**src/rtl/stk_pkg.sv**
```systemverilog
package stk_pkg;

  localparam int DW = 8;

  typedef enum logic [3:0] {
    OP_NOP = 4'd0,  OP_PHA = 4'd1,  OP_PHP = 4'd2,  OP_PLA = 4'd3,
    OP_PLP = 4'd4,  OP_TXS = 4'd5,  OP_TSX = 4'd6,  OP_BIT = 4'd7,
    OP_BRK = 4'd8,  OP_SEC = 4'd9,  OP_CLC = 4'd10, OP_SED = 4'd11,
    OP_CLD = 4'd12, OP_SEI = 4'd13, OP_CLI = 4'd14, OP_CLV = 4'd15
  } op_e;

  localparam int FL_C = 0;
  localparam int FL_Z = 1;
  localparam int FL_I = 2;
  localparam int FL_D = 3;
  localparam int FL_B = 4;
  localparam int FL_K = 5;
  localparam int FL_V = 6;
  localparam int FL_N = 7;

  function automatic logic is_push(op_e o);
    return (o == OP_PHA) || (o == OP_PHP) || (o == OP_BRK);
  endfunction

  function automatic logic is_pull(op_e o);
    return (o == OP_PLA) || (o == OP_PLP);
  endfunction

  function automatic logic [2:0] op_len(op_e o);
    if (is_pull(o)) return 3'd4;
    if (is_push(o)) return 3'd3;
    return 3'd2;
  endfunction

endpackage

```
**src/rtl/stk_seq.sv**
```systemverilog
module stk_seq
  import stk_pkg::*;
#(
  parameter int STEP_W = 3
) (
  input  logic       clk,
  input  logic       rst_n,
  input  logic       start,
  input  logic [3:0] op_in,
  output logic       busy,
  output op_e        op_q,
  output logic       fin,
  output logic       do_inc,
  output logic       do_push
);

  logic [STEP_W-1:0] step;
  logic [STEP_W-1:0] last_step;

  assign last_step = STEP_W'(op_len(op_q)) - STEP_W'(1);
  assign fin       = busy && (step == last_step);
  assign do_inc    = busy && is_pull(op_q) && (step == STEP_W'(1));
  assign do_push   = fin && is_push(op_q);

  always_ff @(posedge clk) begin
    if (!rst_n) begin
      busy <= 1'b0;
      step <= '0;
      op_q <= OP_NOP;
    end else if (!busy) begin
      if (start) begin
        busy <= 1'b1;
        step <= STEP_W'(1);
        op_q <= op_e'(op_in);
      end
    end else if (fin) begin
      busy <= 1'b0;
      step <= '0;
    end else begin
      step <= step + STEP_W'(1);
    end
  end

  p_done_pulse_r2: assert property (@(posedge clk) disable iff (!rst_n)
    fin |=> !fin);

  p_start_ignored_r3: assert property (@(posedge clk) disable iff (!rst_n)
    (busy && start) |=> $stable(op_q));

  p_launch_r2: assert property (@(posedge clk) disable iff (!rst_n)
    (!busy && start) |=> (busy && !fin) || (op_len(op_q) == 3'd2));

endmodule

```
**src/rtl/stk_regs.sv**
```systemverilog
module stk_regs
  import stk_pkg::*;
#(
  parameter int          ADDR_W = 16,
  parameter logic [7:0]  PAGE   = 8'h01,
  parameter logic [7:0]  S_INIT = 8'hFD
) (
  input  logic              clk,
  input  logic              rst_n,
  input  op_e               op_q,
  input  logic              fin,
  input  logic              do_inc,
  input  logic              do_push,
  input  logic [DW-1:0]     p_in,
  input  logic [DW-1:0]     mem_rdata,
  output logic [ADDR_W-1:0] mem_addr,
  output logic [DW-1:0]     mem_wdata,
  output logic              mem_we,
  output logic [DW-1:0]     a,
  output logic [DW-1:0]     x,
  output logic [DW-1:0]     s,
  output logic              nz_ld,
  output logic [DW-1:0]     nz_val
);

  localparam int HI_W = ADDR_W - DW;

  assign mem_addr  = {HI_W'(PAGE), s};
  assign mem_we    = do_push;
  assign mem_wdata = (op_q == OP_PHA) ? a : (p_in | (DW'(1) << FL_B) | (DW'(1) << FL_K));

  assign nz_ld  = fin && ((op_q == OP_PLA) || (op_q == OP_TSX));
  assign nz_val = (op_q == OP_PLA) ? mem_rdata : s;

  always_ff @(posedge clk) begin
    if (!rst_n) begin
      a <= '0;
      x <= '0;
      s <= S_INIT;
    end else begin
      if (do_inc)  s <= s + DW'(1);
      if (do_push) s <= s - DW'(1);
      if (fin) begin
        case (op_q)
          OP_PLA:  a <= mem_rdata;
          OP_TSX:  x <= s;
          OP_TXS:  s <= x;
          default: ;
        endcase
      end
    end
  end

  p_push_dec_r4: assert property (@(posedge clk) disable iff (!rst_n)
    mem_we |=> (s == $past(s) - 8'd1));

  p_pull_inc_r6: assert property (@(posedge clk) disable iff (!rst_n)
    do_inc |=> (s == $past(s) + 8'd1));

  p_txs_copy_r8: assert property (@(posedge clk) disable iff (!rst_n)
    (fin && op_q == OP_TXS) |=> (s == $past(x)));

  p_push_page_r12: assert property (@(posedge clk) disable iff (!rst_n)
    mem_we |-> (mem_addr[ADDR_W-1:DW] == HI_W'(PAGE)));

endmodule

```
**src/rtl/stk_flags.sv**
```systemverilog
module stk_flags
  import stk_pkg::*;
#(
  parameter logic P_I_INIT = 1'b1
) (
  input  logic          clk,
  input  logic          rst_n,
  input  op_e           op_q,
  input  logic          fin,
  input  logic [DW-1:0] mem_rdata,
  input  logic [DW-1:0] operand,
  input  logic [DW-1:0] a,
  input  logic          nz_ld,
  input  logic [DW-1:0] nz_val,
  output logic [DW-1:0] p
);

  logic f_n, f_v, f_d, f_i, f_z, f_c;

  always_comb begin
    p        = '0;
    p[FL_N]  = f_n;
    p[FL_V]  = f_v;
    p[FL_K]  = 1'b1;
    p[FL_B]  = 1'b0;
    p[FL_D]  = f_d;
    p[FL_I]  = f_i;
    p[FL_Z]  = f_z;
    p[FL_C]  = f_c;
  end

  always_ff @(posedge clk) begin
    if (!rst_n) begin
      f_n <= 1'b0; f_v <= 1'b0; f_d <= 1'b0;
      f_i <= P_I_INIT; f_z <= 1'b0; f_c <= 1'b0;
    end else if (fin) begin
      if (nz_ld) begin
        f_n <= nz_val[DW-1];
        f_z <= (nz_val == '0);
      end
      case (op_q)
        OP_PLP: begin
          f_n <= mem_rdata[FL_N]; f_v <= mem_rdata[FL_V];
          f_d <= mem_rdata[FL_D]; f_i <= mem_rdata[FL_I];
          f_z <= mem_rdata[FL_Z]; f_c <= mem_rdata[FL_C];
        end
        OP_BIT: begin
          f_n <= operand[FL_N];
          f_v <= operand[FL_V];
          f_z <= ((a & operand) == '0);
        end
        OP_BRK: f_i <= 1'b1;
        OP_SEC: f_c <= 1'b1;
        OP_CLC: f_c <= 1'b0;
        OP_SED: f_d <= 1'b1;
        OP_CLD: f_d <= 1'b0;
        OP_SEI: f_i <= 1'b1;
        OP_CLI: f_i <= 1'b0;
        OP_CLV: f_v <= 1'b0;
        default: ;
      endcase
    end
  end

  p_bit_nv_r9: assert property (@(posedge clk) disable iff (!rst_n)
    (fin && op_q == OP_BIT) |=>
      (p[7:6] == $past(operand[7:6])) && (p[5:2] == $past(p[5:2])) && (p[0] == $past(p[0])));

  p_php_keep_r5: assert property (@(posedge clk) disable iff (!rst_n)
    (fin && (op_q == OP_PHP || op_q == OP_PHA || op_q == OP_TXS || op_q == OP_NOP)) |=> (p == $past(p)));

  p_brk_sets_i_r10: assert property (@(posedge clk) disable iff (!rst_n)
    (fin && op_q == OP_BRK) |=> p[FL_I] && (p[7:3] == $past(p[7:3])) && (p[1:0] == $past(p[1:0])));

  p_sec_only_r11: assert property (@(posedge clk) disable iff (!rst_n)
    (fin && op_q == OP_SEC) |=> p[FL_C] && (p[7:1] == $past(p[7:1])));

  p_clv_only_r11: assert property (@(posedge clk) disable iff (!rst_n)
    (fin && op_q == OP_CLV) |=> !p[FL_V] && (p[7] == $past(p[7])) && (p[5:0] == $past(p[5:0])));

endmodule

```
**src/rtl/stk_flag_unit.sv**
```systemverilog
module stk_flag_unit
  import stk_pkg::*;
#(
  parameter int         ADDR_W   = 16,
  parameter logic [7:0] PAGE     = 8'h01,
  parameter logic [7:0] S_INIT   = 8'hFD,
  parameter logic       P_I_INIT = 1'b1
) (
  input  logic              clk,
  input  logic              rst_n,
  input  logic              start,
  input  logic [3:0]        op_code,
  input  logic [7:0]        operand,
  output logic [ADDR_W-1:0] mem_addr,
  output logic [7:0]        mem_wdata,
  output logic              mem_we,
  input  logic [7:0]        mem_rdata,
  output logic              busy,
  output logic              done,
  output logic [7:0]        a_out,
  output logic [7:0]        x_out,
  output logic [7:0]        s_out,
  output logic [7:0]        p_out
);

  op_e           op_q;
  logic          fin, do_inc, do_push, nz_ld;
  logic [DW-1:0] nz_val;

  stk_seq #(.STEP_W(3)) u_seq (
    .clk(clk), .rst_n(rst_n), .start(start), .op_in(op_code),
    .busy(busy), .op_q(op_q), .fin(fin), .do_inc(do_inc), .do_push(do_push)
  );

  stk_regs #(.ADDR_W(ADDR_W), .PAGE(PAGE), .S_INIT(S_INIT)) u_regs (
    .clk(clk), .rst_n(rst_n), .op_q(op_q), .fin(fin), .do_inc(do_inc),
    .do_push(do_push), .p_in(p_out), .mem_rdata(mem_rdata),
    .mem_addr(mem_addr), .mem_wdata(mem_wdata), .mem_we(mem_we),
    .a(a_out), .x(x_out), .s(s_out), .nz_ld(nz_ld), .nz_val(nz_val)
  );

  stk_flags #(.P_I_INIT(P_I_INIT)) u_flags (
    .clk(clk), .rst_n(rst_n), .op_q(op_q), .fin(fin), .mem_rdata(mem_rdata),
    .operand(operand), .a(a_out), .nz_ld(nz_ld), .nz_val(nz_val), .p(p_out)
  );

  assign done = fin;

  p_brk_old_i_r10: assert property (@(posedge clk) disable iff (!rst_n)
    (mem_we && op_q == OP_BRK) |=> p_out[FL_I] && ($past(mem_wdata[FL_I]) == $past(p_out[FL_I])));

  p_done_we_r4: assert property (@(posedge clk) disable iff (!rst_n)
    mem_we |-> done);

endmodule

```
**config.mk**
```make
export PLATFORM = sky130hd
export DESIGN_NAME = stk_flag_unit
export DESIGN_NICKNAME = d
export VERILOG_FILES = /design/src/rtl/stk_pkg.sv /design/src/rtl/stk_seq.sv /design/src/rtl/stk_regs.sv /design/src/rtl/stk_flags.sv /design/src/rtl/stk_flag_unit.sv
export SDC_FILE = /design/constraint.sdc
export NUM_CORES = 1
export LEC_CHECK = 0
export ABC_AREA = 0
export BUFFER_PORTS_ARGS = -buffer_cell sky130_fd_sc_hd__buf_2
export CORE_ASPECT_RATIO = 0.5
export CORE_MARGIN = 1
export CORE_UTILIZATION = 56
export DETAILED_ROUTE_END_ITERATION = 8
export HOLD_SLACK_MARGIN = 0.1
export PLACE_DENSITY = 0.95
export SYNTH_ARGS = -nofsm -noshare
export SYNTH_HDL_FRONTEND = slang
export SYNTH_HIERARCHICAL = 1
export SYNTH_SLANG_ARGS = --single-unit
```
**constraint.sdc**
```tcl
create_clock -name clk -period 8.9 [get_ports clk]
set_input_delay 0.89 -clock clk [delete_from_list [all_inputs] [get_ports clk]]
set_output_delay 0.89 -clock clk [all_outputs]
set_load 0.01 [all_outputs]
```
==> key figures <==
Outcome
  – Outcome: complete, no violations

Critical path
  – Kind of critical path: reg2reg
  – R2R Path Start: u_seq/op_q[1]$_SDFFE_PN0P_
  – Crit-path slowest cell: nor4b_2
  – Worst-path fanout max: 24
  – Cell mode on critical path: nand2_1
  – CP cell instances: nor4bb_2 > a211oi_1 > o2bb2ai_1 > nor3b_2 > nand2_1 > nor4b_2 > or2_2 > a31o_1 > nand2_1 > o311a_1
  – CP startpoint: u_seq/op_q[1]$_SDFFE_PN0P_
  – Critical Path RT: 9.07 ns
  – Critical Path AT: between 5 and 6 ns
  – Worst setup EP type: register
  – Worst path max stage delay: 1.15 ns
  – Startpoint type of the worst setup path: register

Routing
  – # DRC: 0
  – WL final: approximately 6.7 mm
  – Wirelength per Cell: between 15 and 20 um
  – DRT Pass-1 Iters: 5
  – Drt first-iter violations: 244
  – Detail Route Antenna Nets: 0
  – Routed vias: 2499
  – Drt via density: 5.964

Finish
  – Final-stage net count: 380
  – Fraction of layout instances using a drive strength above 1: 31.44%
  – Fin util: 65.75%
  – Most common cell after layout, fill and taps aside: buf_2
  – Layout fillers: 346
  – Area Growth Syn to Fin: 8.831%
  – Highest-count cells in the layout ignoring fill and taps: buf_2, dfxtp_1, nand2_1
  – Ant diodes: 0

Pwr
  – Maximum VDD drop: approximately 0.058 mV
  – Total power after layout: 0.3600 mW
  – PD cells: 119.7 nW/um2
  – Static leakage: 1.167 nW

Place
  – Port Buffers: between 70 and 80
  – Pre-CTS WS: 4.211 ns
  – Final Wtd Congestion: 0.8358
  – DP HPWL: 4.746 mm

Synthesis
  – Yosys cell types: 69
  – Warnings from Yosys: 6
  – Avg Synthesized Cell Area: ~8.9 um2
  – Seq/Total Area, Yosys: 27.54%
  – FFs w/ async S/R, synth: 0%
  – Ys flop type: dfxtp_1
  – Mapped Area: ~2800 um2
  – Post-synth EDFFs: 0
  – Cells after Synth: around 300
  – Seq cells post-synth: 38

Timing
  – Fmax: 205.3 MHz
  – Worst-case clock skew: between 0.005 and 0.006 ns
  – Post-route worst setup slack: 4.029 ns
  – Setup violations, final: 0
  – Hold_ws: between 0.4 and 0.5 ns
  – Slew margin rel.: between 10% and 20%
  – Worst-Margin Slew: roughly 1.3 ns
  – Setup TNS: 0 ns
  – Final hold viol count: 0
  – Final slew viol count: 0
  – Final worst-path cycle share: 54.73%
  – RSZ-0062 raised after global routing: no
  – Fin crit period: 4.871 ns

Floorplan
  – Starting density of the core: approximately 60%
  – Core area: around 4600 um2
  – I/O Pins: 82
  – Full die area: 5235 um2
  – # rows: 17
  – Die Width: 101.3 um
  – Die height: 51.67 um

Clock network
  – Root Buffer: clkbuf_8
  – Post_cts resized: 0
  – Clk sinks: 38
  – Setup Fix Bufs, Post-CTS: 0
  – Hold-fix buffers at CTS: 0
  – Worst-Skew Late Latency: 0.29 ns
  – Max Buffers Root-to-Sink: 2
  – Clock-pin slew on the worst setup and hold paths: ~0.07 ns
  – H-tree Lvls: 2
  – CTS tree: yes
  – Total CTS buffers: 5

GRT
  – Congestion Overflow GR: 0
  – Global-route wire length before repair: 10.45 mm
  – Gr usage total: between 20 and 30%
  – Largest net degree at the start of global routing: 41
  – Vias in the first global route: approximately 2200
  – Initial antenna violation count: 0

Hold path
  – HP Class: reg2reg
  – Hold path start: u_regs/x[1]$_SDFFE_PN0P_

Job
  – Max_cap viols: 0
## state kept, by name, summed over array words and instances (netlist names)
register / cells
u_regs/s: 8
u_flags/f_z: 1
u_flags/f_n: 1
u_flags/f_i: 1
u_regs/x: 8
u_seq/op_q: 4
u_flags/f_v: 1
u_seq/step: 3
u_regs/a: 8
u_flags/f_c: 1
u_seq/busy: 1
u_flags/f_d: 1
## report_power, final
| group | switching [mW] | internal (mW) | total (mW) |
|---|---|---|---|
| Clock | 0.0575 | 0.0539 | 0.111 |
| Sequential | 0.0130 | 0.174 | 0.187 |
| Combinational | 0.0344 | 0.0274 | 0.0618 |
## cells in the mapped netlist, drive strengths merged (5+ instances only)
cell type	count	area share (%)
a211oi	5	1.7
a21oi	7	1.3
a22oi	6	1.6
buf	36	10
clkbuf	5	1.1
dfxtp	38	28
inv	9	1.2
mux2	15	6.1
mux2i	19	6.9
nand2	26	3.5
nand2b	11	2.6
nand3	8	1.4
nor2	8	1.1
nor2b	24	5.4
nor3	10	2.4
o211ai	5	1.4
o21ai	6	1.1
## logic make-up after synthesis
logic type,after synthesis,share of synthesized area [%]
simple gates,115,26.40
compound gates,58,16.49
buf+inv,50,12.32
flops,38,27.54
mux,34,13.00
xor+xnor,6,1.902
fa+ha+maj,4,1.812
other cells,4,0.5433
## final cells by class
| class | instances | area [um2] | area share (%) |
|---|---|---|---|
| clock buffer | 7 | 76.32 | 2.538 |
| tap | 66 | 82.58 | 2.747 |
| multi-input combinational | 227 | 1690 | 56.22 |
| sequential | 38 | 760.7 | 25.30 |
| timing repair buffer | 72 | 362.8 | 12.07 |
| inverter | 9 | 33.78 | 1.124 |
## per-layer routing
layer / up-vias / global-route usage, % / routed length [um]
met5: - / 0 / 0
met4: 0 / 11.84 / 234
met3: 36 / 5.376 / 475
met2: 144 / 45.12 / 3290
met1: 1165 / 31.51 / 2703
li1: 1154 / - / -
## final timing paths
check / end / slack (ns) / depth (start not counted)
worst max register to register: u_flags/f_z$_SDFFE_PN0P_ / 4.03 / 10
worst max-delay path: u_flags/f_z$_SDFFE_PN0P_ / 4.03 / 10
worst min-delay path: u_regs/s[1]$_SDFF_PN0_ / 0.50 / 2
worst min register to register: u_regs/s[1]$_SDFF_PN0_ / 0.50 / 2
## critical path, delay by kind of cell, from the launching register on
kind / cells / cell delay [ns]
simple gates: 6 / 2.96
compound gates: 4 / 0.91
flops: 1 / 0.87
## metrics by stage
| step | area (um2) | std cells |
|---|---|---|
| 5_1_grt | 3007 | 419 |
| 4_1_cts | 3007 | 419 |
| 3_5_place_dp | 2930 | 412 |
| 6_report | 3007 | 419 |
| 3_3_place_gp | 2930 | 412 |
| 2_1_floorplan | 2785 | 315 |
Note: power is estimated with default switching activity, not from simulation.
